--- src/rtl/wrlvl_pkg.sv ---
// Shared definitions for the write-leveling sequencer.
// Assumes: nothing beyond IEEE 1800-2017.
package wrlvl_pkg;

    typedef enum logic [3:0] {
        ST_IDLE,
        ST_MR_ON,
        ST_GAP_ON,
        ST_SETTLE,
        ST_PULSE,
        ST_WAIT,
        ST_SAMPLE,
        ST_MR_OFF,
        ST_GAP_OFF,
        ST_DONE
    } wl_state_e;

    // Largest of three wait lengths, sizes the shared wait counter.
    function automatic int wl_max3(int a, int b, int c);
        int m;
        m = (a > b) ? a : b;
        return (m > c) ? m : c;
    endfunction

endpackage

--- src/rtl/wrlvl_agree.sv ---
// Agreement filter: accepts a sampled level once AGREE samples in a row
// at the current tap are equal; flags exhaustion after TRY_LIMIT samples.
// Assumes: clear is raised whenever the tap or lane changes; AGREE >= 1,
// TRY_LIMIT > AGREE.
module wrlvl_agree #(
    parameter int AGREE     = 3,
    parameter int TRY_LIMIT = 8
) (
    input  logic clk,
    input  logic rst_n,
    input  logic clear,
    input  logic smp_en,
    input  logic smp,
    output logic accept,
    output logic level,
    output logic exhausted
);
    localparam int RUN_W = $clog2(AGREE + 1);
    localparam int TRY_W = $clog2(TRY_LIMIT + 1);

    logic             run_val;
    logic [RUN_W-1:0] run_len;
    logic [TRY_W-1:0] tries;
    logic [RUN_W-1:0] len_nxt;
    logic [TRY_W-1:0] try_nxt;

    // Next run length and try count for the sample being taken.
    always_comb begin
        len_nxt   = ((run_len != '0) && (smp == run_val)) ? run_len + 1'b1 : RUN_W'(1);
        try_nxt   = tries + 1'b1;
        accept    = smp_en && (len_nxt == RUN_W'(AGREE));
        exhausted = smp_en && !accept && (try_nxt == TRY_W'(TRY_LIMIT));
        level     = smp;
    end

    // Run and try bookkeeping; clear wins over a sample.
    always_ff @(posedge clk) begin
        if (!rst_n || clear) begin
            run_val <= 1'b0;
            run_len <= '0;
            tries   <= '0;
        end else if (smp_en) begin
            run_val <= smp;
            run_len <= len_nxt;
            tries   <= try_nxt;
        end
    end

    AST_RUN_BOUND: assert property (@(posedge clk) disable iff (!rst_n)
        run_len <= RUN_W'(AGREE));

endmodule

--- src/rtl/wrlvl_slot.sv ---
// One lane's result holder: stored tap and fail flag.
// Assumes: we is raised at most once between two clr pulses.
module wrlvl_slot #(
    parameter int TAP_W = 5
) (
    input  logic             clk,
    input  logic             rst_n,
    input  logic             clr,
    input  logic             we,
    input  logic [TAP_W-1:0] tap_in,
    input  logic             fail_in,
    output logic [TAP_W-1:0] tap_q,
    output logic             fail_q
);
    logic wrote;

    // Capture the lane result; cleared at the start of a run.
    always_ff @(posedge clk) begin
        if (!rst_n || clr) begin
            tap_q  <= '0;
            fail_q <= 1'b0;
            wrote  <= 1'b0;
        end else if (we) begin
            tap_q  <= tap_in;
            fail_q <= fail_in;
            wrote  <= 1'b1;
        end
    end

    AST_SLOT_ONCE: assert property (@(posedge clk) disable iff (!rst_n)
        (we && !clr) |-> !wrote);

endmodule

--- src/rtl/wrlvl_ctrl.sv ---
// Leveling step controller: mode-register entry/exit, per-lane tap walk,
// settle and sample waits, transition detection and window judgement.
// Assumes: SETTLE_CYC, SAMPLE_CYC, MR_GAP >= 1; accept/level/exhausted come
// from the agreement filter for the sample taken in ST_SAMPLE.
module wrlvl_ctrl
    import wrlvl_pkg::*;
#(
    parameter int LANES      = 4,
    parameter int TAP_W      = 5,
    parameter int SETTLE_CYC = 4,
    parameter int SAMPLE_CYC = 3,
    parameter int MR_GAP     = 4,
    parameter int WIN_LO     = 2,
    parameter int WIN_HI     = 28,
    parameter int LANE_W     = (LANES > 1) ? $clog2(LANES) : 1
) (
    input  logic              clk,
    input  logic              rst_n,
    input  logic              start,
    input  logic              accept,
    input  logic              level,
    input  logic              exhausted,
    output logic              smp_en,
    output logic              clear,
    output logic              res_clr,
    output logic [TAP_W-1:0]  tap,
    output logic [LANE_W-1:0] lane,
    output logic              dqs_pulse,
    output logic              mr_wr,
    output logic              mr_lvl,
    output logic              done,
    output logic              rec_we,
    output logic [TAP_W-1:0]  rec_tap,
    output logic              rec_fail
);
    localparam int CNT_MAX = wl_max3(SETTLE_CYC, SAMPLE_CYC, MR_GAP);
    localparam int CNT_W   = $clog2(CNT_MAX + 1);
    localparam logic [TAP_W-1:0]  TAP_END   = '1;
    localparam logic [LANE_W-1:0] LAST_LANE = LANE_W'(LANES - 1);
    localparam logic [CNT_W-1:0]  SETTLE_L  = CNT_W'(SETTLE_CYC - 1);
    localparam logic [CNT_W-1:0]  SAMPLE_L  = CNT_W'(SAMPLE_CYC - 1);
    localparam logic [CNT_W-1:0]  GAP_L     = CNT_W'(MR_GAP - 1);

    wl_state_e        state;
    logic [CNT_W-1:0] cnt;
    logic             seen0;
    logic             go, hit, give_up, step, at_end, out_win;

    // Decisions taken in the sample cycle and at run start.
    always_comb begin
        go       = start && ((state == ST_IDLE) || (state == ST_DONE));
        smp_en   = (state == ST_SAMPLE);
        at_end   = (tap == TAP_END);
        out_win  = (int'(tap) < WIN_LO) || (int'(tap) > WIN_HI);
        hit      = smp_en && accept && level && seen0;
        give_up  = smp_en && (exhausted || (accept && !hit && at_end));
        step     = smp_en && accept && !hit && !at_end;
        rec_we   = hit || give_up;
        rec_fail = give_up || (hit && out_win);
        rec_tap  = hit ? tap : '0;
        clear    = go || step || rec_we;
        res_clr  = go;
    end

    // Outputs decoded from the state register.
    always_comb begin
        dqs_pulse = (state == ST_PULSE);
        mr_wr     = (state == ST_MR_ON) || (state == ST_MR_OFF);
        mr_lvl    = (state == ST_MR_ON);
        done      = (state == ST_DONE);
    end

    // Sequencing of mode writes, waits, pulses and tap/lane stepping.
    always_ff @(posedge clk) begin
        if (!rst_n) begin
            state <= ST_IDLE;
            cnt   <= '0;
            tap   <= '0;
            lane  <= '0;
            seen0 <= 1'b0;
        end else begin
            case (state)
                ST_IDLE, ST_DONE: begin
                    if (go) begin
                        state <= ST_MR_ON;
                        tap   <= '0;
                        lane  <= '0;
                        seen0 <= 1'b0;
                    end
                end
                ST_MR_ON: begin
                    state <= ST_GAP_ON;
                    cnt   <= '0;
                end
                ST_GAP_ON: begin
                    if (cnt == GAP_L) begin
                        state <= ST_SETTLE;
                        cnt   <= '0;
                    end else begin
                        cnt <= cnt + 1'b1;
                    end
                end
                ST_SETTLE: begin
                    if (cnt == SETTLE_L) begin
                        state <= ST_PULSE;
                        cnt   <= '0;
                    end else begin
                        cnt <= cnt + 1'b1;
                    end
                end
                ST_PULSE: begin
                    state <= ST_WAIT;
                    cnt   <= '0;
                end
                ST_WAIT: begin
                    if (cnt == SAMPLE_L) begin
                        state <= ST_SAMPLE;
                        cnt   <= '0;
                    end else begin
                        cnt <= cnt + 1'b1;
                    end
                end
                ST_SAMPLE: begin
                    cnt <= '0;
                    if (rec_we) begin
                        if (lane == LAST_LANE) begin
                            state <= ST_MR_OFF;
                        end else begin
                            state <= ST_SETTLE;
                            lane  <= lane + 1'b1;
                            tap   <= '0;
                            seen0 <= 1'b0;
                        end
                    end else if (step) begin
                        state <= ST_SETTLE;
                        tap   <= tap + 1'b1;
                        if (!level) seen0 <= 1'b1;
                    end else begin
                        state <= ST_SETTLE;
                    end
                end
                ST_MR_OFF: begin
                    state <= ST_GAP_OFF;
                    cnt   <= '0;
                end
                ST_GAP_OFF: begin
                    if (cnt == GAP_L) begin
                        state <= ST_DONE;
                        cnt   <= '0;
                    end else begin
                        cnt <= cnt + 1'b1;
                    end
                end
                default: state <= ST_IDLE;
            endcase
        end
    end

    AST_PULSE_SINGLE: assert property (@(posedge clk) disable iff (!rst_n)
        dqs_pulse |=> !dqs_pulse);

    AST_TAP_STEP: assert property (@(posedge clk) disable iff (!rst_n)
        !$stable(tap) |-> ((tap == $past(tap) + 1'b1) || (tap == '0)));

    AST_LANE_ORDER: assert property (@(posedge clk) disable iff (!rst_n)
        !$stable(lane) |-> ((lane == $past(lane) + 1'b1) || (lane == '0)));

    AST_NO_PULSE_AT_MR: assert property (@(posedge clk) disable iff (!rst_n)
        mr_wr |=> !dqs_pulse);

endmodule

--- src/rtl/wrlvl_seq.sv ---
// Write-leveling sequencer top: ties the step controller, the agreement
// filter and one result slot per lane, and forms the mode-register data.
// Assumes: dq_fb carries the clock level returned by the DRAM for each
// lane, valid SAMPLE_CYC+1 cycles after the strobe pulse.
module wrlvl_seq #(
    parameter int LANES      = 4,
    parameter int TAP_W      = 5,
    parameter int SETTLE_CYC = 4,
    parameter int SAMPLE_CYC = 3,
    parameter int MR_GAP     = 4,
    parameter int AGREE      = 3,
    parameter int TRY_LIMIT  = 8,
    parameter int WIN_LO     = 2,
    parameter int WIN_HI     = 28,
    parameter int MR_DW      = 16,
    parameter int MR_IDX     = 1,
    parameter int LVL_BIT    = 7,
    parameter int LANE_W     = (LANES > 1) ? $clog2(LANES) : 1
) (
    input  logic                   clk,
    input  logic                   rst_n,
    input  logic                   start,
    input  logic [LANES-1:0]       dq_fb,
    output logic [LANE_W-1:0]      dly_lane,
    output logic [TAP_W-1:0]       dly_tap,
    output logic                   dqs_pulse,
    output logic                   mr_wr,
    output logic [2:0]             mr_sel,
    output logic [MR_DW-1:0]       mr_data,
    output logic [LANES*TAP_W-1:0] lane_tap,
    output logic [LANES-1:0]       lane_fail,
    output logic                   done
);
    logic             smp_en, clear, res_clr, accept, level, exhausted;
    logic             mr_lvl, rec_we, rec_fail, smp;
    logic [TAP_W-1:0] rec_tap;
    logic             lvl_mode, exit_seen;

    wrlvl_ctrl #(
        .LANES(LANES), .TAP_W(TAP_W), .SETTLE_CYC(SETTLE_CYC),
        .SAMPLE_CYC(SAMPLE_CYC), .MR_GAP(MR_GAP),
        .WIN_LO(WIN_LO), .WIN_HI(WIN_HI), .LANE_W(LANE_W)
    ) u_ctrl (
        .clk(clk), .rst_n(rst_n), .start(start),
        .accept(accept), .level(level), .exhausted(exhausted),
        .smp_en(smp_en), .clear(clear), .res_clr(res_clr),
        .tap(dly_tap), .lane(dly_lane), .dqs_pulse(dqs_pulse),
        .mr_wr(mr_wr), .mr_lvl(mr_lvl), .done(done),
        .rec_we(rec_we), .rec_tap(rec_tap), .rec_fail(rec_fail)
    );

    // Returned level of the lane under calibration.
    always_comb smp = dq_fb[dly_lane];

    wrlvl_agree #(.AGREE(AGREE), .TRY_LIMIT(TRY_LIMIT)) u_agree (
        .clk(clk), .rst_n(rst_n), .clear(clear), .smp_en(smp_en),
        .smp(smp), .accept(accept), .level(level), .exhausted(exhausted)
    );

    for (genvar g = 0; g < LANES; g++) begin : g_slot
        logic [TAP_W-1:0] s_tap;
        logic             s_fail;
        wrlvl_slot #(.TAP_W(TAP_W)) u_slot (
            .clk(clk), .rst_n(rst_n), .clr(res_clr),
            .we(rec_we && (dly_lane == LANE_W'(g))),
            .tap_in(rec_tap), .fail_in(rec_fail),
            .tap_q(s_tap), .fail_q(s_fail)
        );
        assign lane_tap[g*TAP_W +: TAP_W] = s_tap;
        assign lane_fail[g]               = s_fail;
    end

    // Mode-register index and data: only the leveling bit is driven.
    always_comb begin
        mr_sel           = 3'(MR_IDX);
        mr_data          = '0;
        mr_data[LVL_BIT] = mr_lvl;
    end

    // Tracks leveling mode and the exit write, for the checks below.
    always_ff @(posedge clk) begin
        if (!rst_n) begin
            lvl_mode  <= 1'b0;
            exit_seen <= 1'b0;
        end else begin
            if (res_clr) exit_seen <= 1'b0;
            if (mr_wr && mr_lvl) lvl_mode <= 1'b1;
            if (mr_wr && !mr_lvl) begin
                lvl_mode  <= 1'b0;
                exit_seen <= 1'b1;
            end
        end
    end

    AST_PULSE_IN_MODE: assert property (@(posedge clk) disable iff (!rst_n)
        dqs_pulse |-> lvl_mode);

    AST_DONE_AFTER_EXIT: assert property (@(posedge clk) disable iff (!rst_n)
        $rose(done) |-> exit_seen);

endmodule

--- config.mk ---
export PLATFORM = sky130hd
export DESIGN_NAME = wrlvl_seq
export DESIGN_NICKNAME = d
export VERILOG_FILES = /design/src/rtl/wrlvl_pkg.sv /design/src/rtl/wrlvl_agree.sv /design/src/rtl/wrlvl_slot.sv /design/src/rtl/wrlvl_ctrl.sv /design/src/rtl/wrlvl_seq.sv
export SDC_FILE = /design/constraint.sdc
export NUM_CORES = 1
export LEC_CHECK = 0
export BUFFER_PORTS_ARGS = -buffer_cell sky130_fd_sc_hd__clkbuf_2
export CAP_MARGIN = 15
export CORE_MARGIN = 2
export CORE_UTILIZATION = 58
export DETAILED_ROUTE_END_ITERATION = 8
export GPL_TIMING_DRIVEN = 0
export PLACE_DENSITY = 0.85
export SYNTH_ARGS = -nofsm -noshare
export SYNTH_HDL_FRONTEND = slang
export SYNTH_SLANG_ARGS = --single-unit
--- constraint.sdc ---
create_clock -name clk -period 5.6 [get_ports clk]
set_clock_uncertainty 0.15 [all_clocks]
set_input_delay 0.56 -clock clk [delete_from_list [all_inputs] [get_ports clk]]
set_output_delay 0.56 -clock clk [all_outputs]
set_load 0.01 [all_outputs]
==> results.ini, run 1 <==
[final_layout]
drive_gt1_frac = 0.228
n_antenna_cell = 0
area_growth_pct = 15.8
final_common_cell = nor2_1
layout_common_cells = nor2_1, dfxtp_1, clkbuf_2
final_nets = 398

[synth]
async_flop_share = 0
syn_avg_cell_area_sq_um = 8.38
synth-main-ff-cell = dfxtp_1
synth_area_leaders = dfxtp_1, nor2_1, ha_1
yosys_warnings = 0
synthDistinctLibCells = 50
ys_seq_area_frac = 0.350
synth_top_cell_area_share = 0.350
synth-edff-count = 0
syn_area_sq_um = 2630
yosys_register_bits = 46
yosys.area.top_type = dfxtp_1
netlist_instances = 314

[drt]
remaining_drc_errors = 0
wirelength_um = 5770
drt-initial-drc-count = 123
drt_first_pass_iters = 4
vias = 2344
wl_per_cell_um = 13.4
viasPerCell = 5.45
ant_nets = 0

[clock_network]
clkLatencyLatePin_ps = 300
clock_sink_count = 46
root_buffer = clkbuf_8
h-tree-depth = 2
cts_tree = built
clockBufferDepth = 2
cts.clk_slew.worst_paths_ps = 90
cts_setup_buffers = 0
cts_buffers = 5
cts_resized = 0
postCtsHoldBufs = 0

[setup_path]
path_cells = clkbuf_1, nor4bb_1, buf_2, nand3_1, nor2_1, a211o_1, buf_6, nand2_1, a22oi_1, nor2_1
crit_path_start_kind = flop
required_ps = 5630
cp_max_fo = 10
cp_slowest_cell = nor4bb_1
crit_path_end_kind = flop
critPathMaxStageDelay_ps = 360
cp_common_cell = nor2_1
crit_arrival_ps = 2850
worstSetupPathType = reg -> reg

[worst_hold_path]
hp-class = reg -> reg

[power_and_ir_drop]
peakVddDrop_v = 0.000217
p_per_area_nw_per_um2 = 265
power_uw = 808
leakage_nw = 1.30

[die]
die_height_um = 71.4
start_util = 0.605
die_w_um = 71.4
core-area_sq_um = 4350
dieArea_sq_um = 5090
ios = 60
rows = 24

[global_route]
groute.usage.overall = 0.233
grt_overflow_total = 0
grt_pass1_vias = 2167
grt_start_max_net_pins = 16
antenna_found_initial = 0
grt_pass1_wl_um = 9510

[sta]
setup-violations-final = 0
tightest_slew_ps = 537
hold-worst-slack_ps = 307
fmax_ghz = 0.356
rsz0062_at_grt = no
fin_setup_tns_ps = 0
final.min_clock_period_ps = 2810
slew_headroom = 0.642
finalCritPeriodShare = 0.502
hold_viol_final = 0
finalMaxSlewViolations = 0

[place]
gp_congestion = 0.850
port_buffers = 40
hpwl_um = 4340

[run_status]
outcome = finished, final reports clean

[job]
max_cap_violations = 0

[synth_stat cells (2+ instances only)]
| cell type | n |
|---|---|
| nor2b_1 | 4 |
| ha_1 | 14 |
| a22oi_1 | 20 |
| nand2_1 | 24 |
| buf_6 | 3 |
| nor3b_1 | 2 |
| nand2b_1 | 6 |
| xnor2_1 | 3 |
| and3_1 | 2 |
| mux2_2 | 3 |
| a211oi_1 | 3 |
| nand4_1 | 3 |
| dfxtp_1 | 46 |
| xor2_1 | 3 |
| nand3_1 | 11 |
| a31oi_1 | 2 |
| inv_1 | 11 |
| nor2_1 | 48 |
| mux2i_1 | 9 |
| o21ai_0 | 7 |
| nand3b_1 | 2 |
| and2_1 | 6 |
| or2_2 | 2 |
| buf_4 | 23 |
| clkbuf_1 | 10 |
| o22ai_1 | 2 |
| conb_1 | 2 |
| o32ai_1 | 2 |
| a21oi_1 | 17 |
| nor3_1 | 4 |
[area by class of cell]
class / count / area (sq um)
Buffer: 38 / 253
Clock buffer: 5 / 68.8
Clock inverter: 3 / 21.3
Fill cell: 367 / 1310
Inverter: 12 / 45.0
Multi-Input combinational cell: 234 / 1470
Sequential cell: 46 / 921
Tap cell: 52 / 65.1
Timing Repair Buffer: 40 / 200
[critical path: cells and delay by family (launching register included)]
kind / cells / cell delay (ps)
buffers and inverters: 3 / 760
flip-flops: 1 / 320
AO/OA/AOI/OAI: 2 / 470
AND/OR/NAND/NOR: 5 / 980
[metal layers]
metal	global-route usage	vias to the layer above	part of all wire
met4	0.101	0	0.0099
met3	0.0520	6	0.059
met5	0	-	0
met1	0.282	1078	0.44
met2	0.396	75	0.49
li1	-	1185	-
[cell families after synthesis]
family	Yosys count	synth area share
DFF	46	0.350
AOI/OAI and AO/OA	64	0.178
buffers and inverters	50	0.113
muxes	13	0.0556
and+or+nand+nor	119	0.214
other	2	0.00285
xor gates and xnor gates	6	0.0200
adders and majority gates	14	0.0665
[stage by stage]
step           cell area (sq um)  setup slack [ps]  cells  utilization
3_5_place_dp                2960              2760    422        0.679
6_report                    3050              2790    430        0.700
3_3_place_gp                2960              2800    422        0.679
2_1_floorplan               2690              2950    330            -
4_1_cts                     3050              2790    430        0.700
5_1_grt                     3050              2530    430        0.700
[sequential cells by signal, summed over array words and instances (netlist names)]
signal / cells
u_ctrl.lane: 2
u_agree.tries: 4
g_slot.u_slot.fail_q: 4
u_ctrl.cnt: 3
g_slot.u_slot.tap_q: 20
u_ctrl.state: 4
u_ctrl.seen0: 1
u_agree.run_len: 2
u_agree.run_val: 1
u_ctrl.tap: 5
[final timing paths]
check	from	to	slack, ps	cells past startpoint
max	u_ctrl.state[2]$_SDFFE_PN0P_	g_slot[1].u_slot.tap_q[0]$_SDFFE_PP0P_	2790	10
max reg2reg	u_ctrl.state[2]$_SDFFE_PN0P_	g_slot[1].u_slot.tap_q[0]$_SDFFE_PP0P_	2790	10
min reg2reg	u_agree.run_len[1]$_SDFFE_PP0P_	u_agree.run_len[1]$_SDFFE_PP0P_	310	2
min	u_agree.run_len[1]$_SDFFE_PP0P_	u_agree.run_len[1]$_SDFFE_PP0P_	310	2
[power breakdown]
part / internal [mW] / switching (mW) / total, mW / leakage, nW
Combinational: 0.0901 / 0.151 / 0.241 / 0.880
Sequential: 0.344 / 0.0145 / 0.359 / 0.371
Clock: 0.0879 / 0.120 / 0.208 / 0.0441
Total: 0.522 / 0.286 / 0.808 / 1.30
Power figures use the tool's default switching activity.
==> run 2: changes to the inputs <==
--- a/config.mk
+++ b/config.mk
@@ -8,10 +8,10 @@
 export BUFFER_PORTS_ARGS = -buffer_cell sky130_fd_sc_hd__clkbuf_2
 export CAP_MARGIN = 15
 export CORE_MARGIN = 2
-export CORE_UTILIZATION = 58
+export CORE_UTILIZATION = 49
 export DETAILED_ROUTE_END_ITERATION = 8
 export GPL_TIMING_DRIVEN = 0
-export PLACE_DENSITY = 0.85
+export PLACE_DENSITY = 0.76
 export SYNTH_ARGS = -nofsm -noshare
 export SYNTH_HDL_FRONTEND = slang
 export SYNTH_SLANG_ARGS = --single-unit
==> constraint.sdc (replaced) <==
create_clock -name clk -period 2.5 [get_ports clk]
set_clock_uncertainty 0.15 [all_clocks]
set_input_delay 0.25 -clock clk [delete_from_list [all_inputs] [get_ports clk]]
set_output_delay 0.25 -clock clk [all_outputs]
set_load 0.01 [all_outputs]
==> results.ini, run 2 (synthesized netlist as in run 1, its figures left out) <==
[run_status]
outcome = finished, final reports clean

[sta]
fmax_ghz = 0.401
tightest_slew_ps = 543
slew_headroom = 0.638
rsz0062_at_grt = yes
fin_setup_tns_ps = 0
setup-violations-final = 0
finalMaxSlewViolations = 0
hold_viol_final = 0
finalCritPeriodShare = 0.998
final.min_clock_period_ps = 2490

[final_layout]
top_regs = g_slot.u_slot.tap_q (20), u_ctrl.tap (5)
n_antenna_cell = 0
final_common_cell = nor2_1
layout_common_cells = nor2_1, buf_4, dfxtp_1
regMostFlops = g_slot.u_slot.tap_q
final_nets = 413
drive_gt1_frac = 0.313
fillers = 447
area_growth_pct = 25.6
final_cell_area_sq_um = 3310
instances_no_fill = 463
largest_reg_flops = 20

[place]
hpwl_um = 4260
dpl.cell_count = 440
gp_congestion = 0.885
place_area_sq_um = 2990
port_buffers = 40

[clock_network]
clockBufferDepth = 2
postCtsHoldBufs = 0
cts_tree = built
h-tree-depth = 2
root_buffer = clkbuf_8
clkLatencyLatePin_ps = 300
cts.clk_slew.worst_paths_ps = 90
cts_buffers = 5
clock_sink_count = 46

[power_and_ir_drop]
clkPwrFrac = 0.257
leakage_nw = 1.41
swShare = 0.359
power_frac_seq = 0.433
p_sw_uw = 671
peakVddDrop_v = 0.000424
p_int_mw = 1.20
p_comb_frac = 0.310
p_per_area_nw_per_um2 = 566

[die]
die_w_um = 77.3
start_util = 0.512
rows = 26
core-area_sq_um = 5140
die_height_um = 77.3
dieArea_sq_um = 5970
ios = 60

[setup_path]
crit_end = u_ctrl.tap[3]$_SDFFE_PN0P_
worstSetupPathType = reg -> reg
crit_path_end_kind = flop
r2r-end = u_ctrl.tap[3]$_SDFFE_PN0P_
timing.rr.start = u_agree.run_len[0]$_SDFFE_PP0P_
crit_path_start_kind = flop
r2r_cells = 9
crit_arrival_ps = 2580
rrSetupSlack_ps = 5
cp_max_fo = 5
startpoint = u_agree.run_len[0]$_SDFFE_PP0P_
required_ps = 2590

[global_route]
grt_util_met2 = 0.339
grt_pass1_wl_um = 9690
groute.usage.overall = 0.199
use_met1 = 0.262
grt_start_max_net_pins = 17
grt_pass1_vias = 2076
busiest_layer = met2
grt_use_met3 = 0.0435
grt_overflow_total = 0
antenna_found_initial = 0

[worst_hold_path]
hp-class = in -> reg

[drt]
drt-initial-drc-count = 138
drt_first_pass_iters = 4
wl_per_cell_um = 13.2
remaining_drc_errors = 0
vias = 2425
viasPerCell = 5.24
wirelength_um = 6130
ant_nets = 0

[job]
max_cap_violations = 0

[run 2: worst max-delay path, cell delays in order, from the launching register on]
cell      delay, ps
dfxtp_2         350
inv_2            50
ha_4            140
or3b_1          370
mux2i_2         200
o211ai_2        140
a211o_1         340
o311a_4         360
nand4_1         130
mux2i_1         200
[run 2: through the flow]
step | hold WS (ps) | util | total power, mW | setup WS [ps]
CTS | 150 | 0.625 | 1.85 | 2.51
finish | 161 | 0.643 | 1.87 | 5.06
detailed placement | 296 | 0.582 | 1.35 | -264
global placement | 290 | 0.582 | 1.34 | -231
floorplan | 282 | - | 1.23 | 12.7
global route | 211 | 0.643 | 1.98 | -110
[run 2: area by class of cell]
type / instances / area (sq um) / share of cell area
multi-input combinational: 234 / 1570 / 0.476
clock inverter: 3 / 25.0 / 0.00757
timing repair buffer: 58 / 339 / 0.103
tap: 70 / 87.6 / 0.0265
inverter: 12 / 45.0 / 0.0136
sequential: 46 / 930 / 0.281
buffer: 35 / 236 / 0.0715
clock buffer: 5 / 68.8 / 0.0208
[run 2: routing by layer]
metal  up-vias  wire (um)
li1       1210          -
met1      1133       2700
met2        76       2980
met3         6        404
met4         0         44
met5         -          0
[run 2: worst min-delay path by stage]
stage	from	endpoint	slack, ps	cells past startpoint
3_3_place_gp	u_agree.run_len[1]$_SDFFE_PP0P_	u_agree.run_len[1]$_SDFFE_PP0P_	290	2
2_1_floorplan	u_agree.run_len[1]$_SDFFE_PP0P_	u_agree.run_len[1]$_SDFFE_PP0P_	280	2
4_1_cts	rst_n	u_ctrl.tap[1]$_SDFFE_PN0P_	150	3
3_5_place_dp	u_agree.run_len[1]$_SDFFE_PP0P_	u_agree.run_len[1]$_SDFFE_PP0P_	300	2
6_report	rst_n	u_ctrl.tap[1]$_SDFFE_PN0P_	160	3
5_1_grt	rst_n	u_ctrl.tap[4]$_SDFFE_PN0P_	210	3
[run 2: timing repair]
action	in CTS	in global routing
endpoints found under the setup margin	34	33
setup buffers	10	7
cloned	1	0
pin swaps	7	8
gates resized for setup	15	10
[run 2: power groups by stage]
| stage | Clock [mW] | Sequential (mW) | Combinational [mW] |
|---|---|---|---|
| floorplan | 0 | 0.814 | 0.416 |
| global placement | 0 | 0.817 | 0.524 |
| detailed placement | 0 | 0.819 | 0.532 |
| CTS | 0.489 | 0.808 | 0.549 |
| global route | 0.519 | 0.816 | 0.645 |
| finish | 0.480 | 0.810 | 0.580 |
==> run 3: changes to the inputs <==
--- a/config.mk
+++ b/config.mk
@@ -11,7 +11,7 @@
 export CORE_UTILIZATION = 49
 export DETAILED_ROUTE_END_ITERATION = 8
 export GPL_TIMING_DRIVEN = 0
-export PLACE_DENSITY = 0.76
+export PLACE_DENSITY_LB_ADDON = 0.2
 export SYNTH_ARGS = -nofsm -noshare
 export SYNTH_HDL_FRONTEND = slang
 export SYNTH_SLANG_ARGS = --single-unit
==> results.ini, run 3 (synthesized netlist as in run 1, its figures left out) <==
[final_layout]
n_antenna_cell = 0
drive_gt1_frac = 0.327
regMostFlops = g_slot.u_slot.tap_q
top_regs = g_slot.u_slot.tap_q (20), u_ctrl.tap (5)
final_nets = 414
layout_common_cells = nor2_1, dfxtp_1, clkbuf_2
fillers = 454
largest_reg_flops = 20
final_common_cell = nor2_1
area_growth_pct = 28.8

[global_route]
busiest_layer = met2
grt_use_met3 = 0.0376
antenna_found_initial = 0
use_met1 = 0.262
grt_util_met2 = 0.357
grt_pass1_wl_um = 10000
grt_overflow_total = 0
groute.usage.overall = 0.206
grt_start_max_net_pins = 15
grt_pass1_vias = 2145

[job]
max_cap_violations = 0

[clock_network]
h-tree-depth = 2
cts.clk_slew.worst_paths_ps = 80
cts_buffers = 5
clock_sink_count = 46
root_buffer = clkbuf_8
postCtsHoldBufs = 0
cts_tree = built
clockBufferDepth = 2
clkLatencyLatePin_ps = 300

[drt]
viasPerCell = 5.13
vias = 2380
wirelength_um = 6290
wl_per_cell_um = 13.6
drt-initial-drc-count = 155
drt_first_pass_iters = 4
remaining_drc_errors = 0
ant_nets = 0

[sta]
slew_headroom = 0.636
setup_slack_ps = -51.3
hold-worst-slack_ps = 172
setup-violations-final = 2
finalMaxSlewViolations = 0
rsz0062_at_grt = yes
finalCritPeriodShare = 1.02
hold_viol_final = 0
fmax_ghz = 0.392
tightest_slew_ps = 545
final.min_clock_period_ps = 2550

[setup_path]
r2r_cells = 9
worstSetupPathType = reg -> reg
rrSetupSlack_ps = -50
cp_slowest_cell = mux4_2
path_cells = buf_6, mux4_2, mux2_4, nor2_4, a211o_1, buf_6, or3_1, a31oi_1, nor2_1
crit_path_end_kind = flop
r2r-end = u_ctrl.seen0$_SDFFE_PN0P_
required_ps = 2550
crit_end = u_ctrl.seen0$_SDFFE_PN0P_
crit_arrival_ps = 2600
timing.rr.start = u_ctrl.lane[0]$_SDFFE_PN0P_
critPathMaxStageDelay_ps = 550
startpoint = u_ctrl.lane[0]$_SDFFE_PN0P_
cp_max_fo = 9
crit_path_start_kind = flop
cp_common_cell = buf_6

[die]
ios = 60
die_height_um = 77.3
die_w_um = 77.3
rows = 26
start_util = 0.512
dieArea_sq_um = 5970
core-area_sq_um = 5140

[run_status]
outcome = finished, violations left
failed_checks = negative setup slack

[worst_hold_path]
hp-class = in -> reg
min_from = rst_n

[place]
hpwl_um = 4290
gp_congestion = 0.854
port_buffers = 40

[power_and_ir_drop]
p_per_area_nw_per_um2 = 573
leakage_nw = 1.45
peakVddDrop_v = 0.000459
power_mw = 1.94

run 3: cell count changes in the layout (fill, tap and decap cells not counted), sizes merged:
cell | previous run | this run
bufinv | 0 | 1
clkinv | 2 | 1
buf | 45 | 46
clkbuf | 53 | 54
clkinvlp | 1 | 0
run 3: layer usage:
metal / share of wire / up-vias
met1: 0.45 / 1092
met2: 0.49 / 70
met4: 0.012 / 0
li1: - / 1209
met5: 0 / -
met3: 0.054 / 9
run 3: worst min path at each step:
stage                                            to  slack [ps]  depth (start not counted)
floorplan           u_agree.run_len[1]$_SDFFE_PP0P_         280                          2
global placement    u_agree.run_len[1]$_SDFFE_PP0P_         290                          2
detailed placement  u_agree.run_len[1]$_SDFFE_PP0P_         300                          2
CTS                      u_ctrl.tap[1]$_SDFFE_PN0P_         160                          3
global route             u_ctrl.tap[0]$_SDFFE_PN0P_         220                          3
finish                   u_ctrl.tap[0]$_SDFFE_PN0P_         170                          3
run 3: stage by stage:
| stage | utilization | instance area (sq um) | cells | setup TNS [ps] | setup WS (ps) |
|---|---|---|---|---|---|
| 2_1_floorplan | - | 2710 | 330 | 0 | 12.7 |
| 3_3_place_gp | 0.582 | 2990 | 440 | -5640 | -262 |
| 3_5_place_dp | 0.582 | 2990 | 440 | -6710 | -308 |
| 4_1_cts | 0.631 | 3250 | 458 | 0 | 1.34 |
| 5_1_grt | 0.659 | 3390 | 464 | -1710 | -148 |
| 6_report | 0.659 | 3390 | 464 | -81.9 | -51.3 |
run 3: final cells by class:
class	count	area, sq um	area share
multi-input cells	234	1630	0.481
plain buffers	36	249	0.0735
clock buffers	6	72.6	0.0214
flip-flops and latches	46	927	0.274
well taps	70	87.6	0.0258
inverters	12	45.0	0.0133
clock inverters	2	36.3	0.0107
repair buffers	58	343	0.101
run 3: repair_timing:
action                                  in CTS  in global routing
resized for setup                           13                 23
setup buffers                               11                  7
pin swaps                                    7                  7
endpoints found under the setup margin      37                 35
run 3: power breakdown:
group	switching, mW	internal [mW]
sequential	0.0386	0.770
clock	0.258	0.299
combinational	0.350	0.226
total	0.647	1.29
run 3: critical path: cells and delay by family (launching register included):
kind                   cells  cell delay (ps)
DFF                        1              350
muxes                      2              800
AOI/OAI and AO/OA          2              470
and+or+nand+nor            3              400
buffers and inverters      2              280
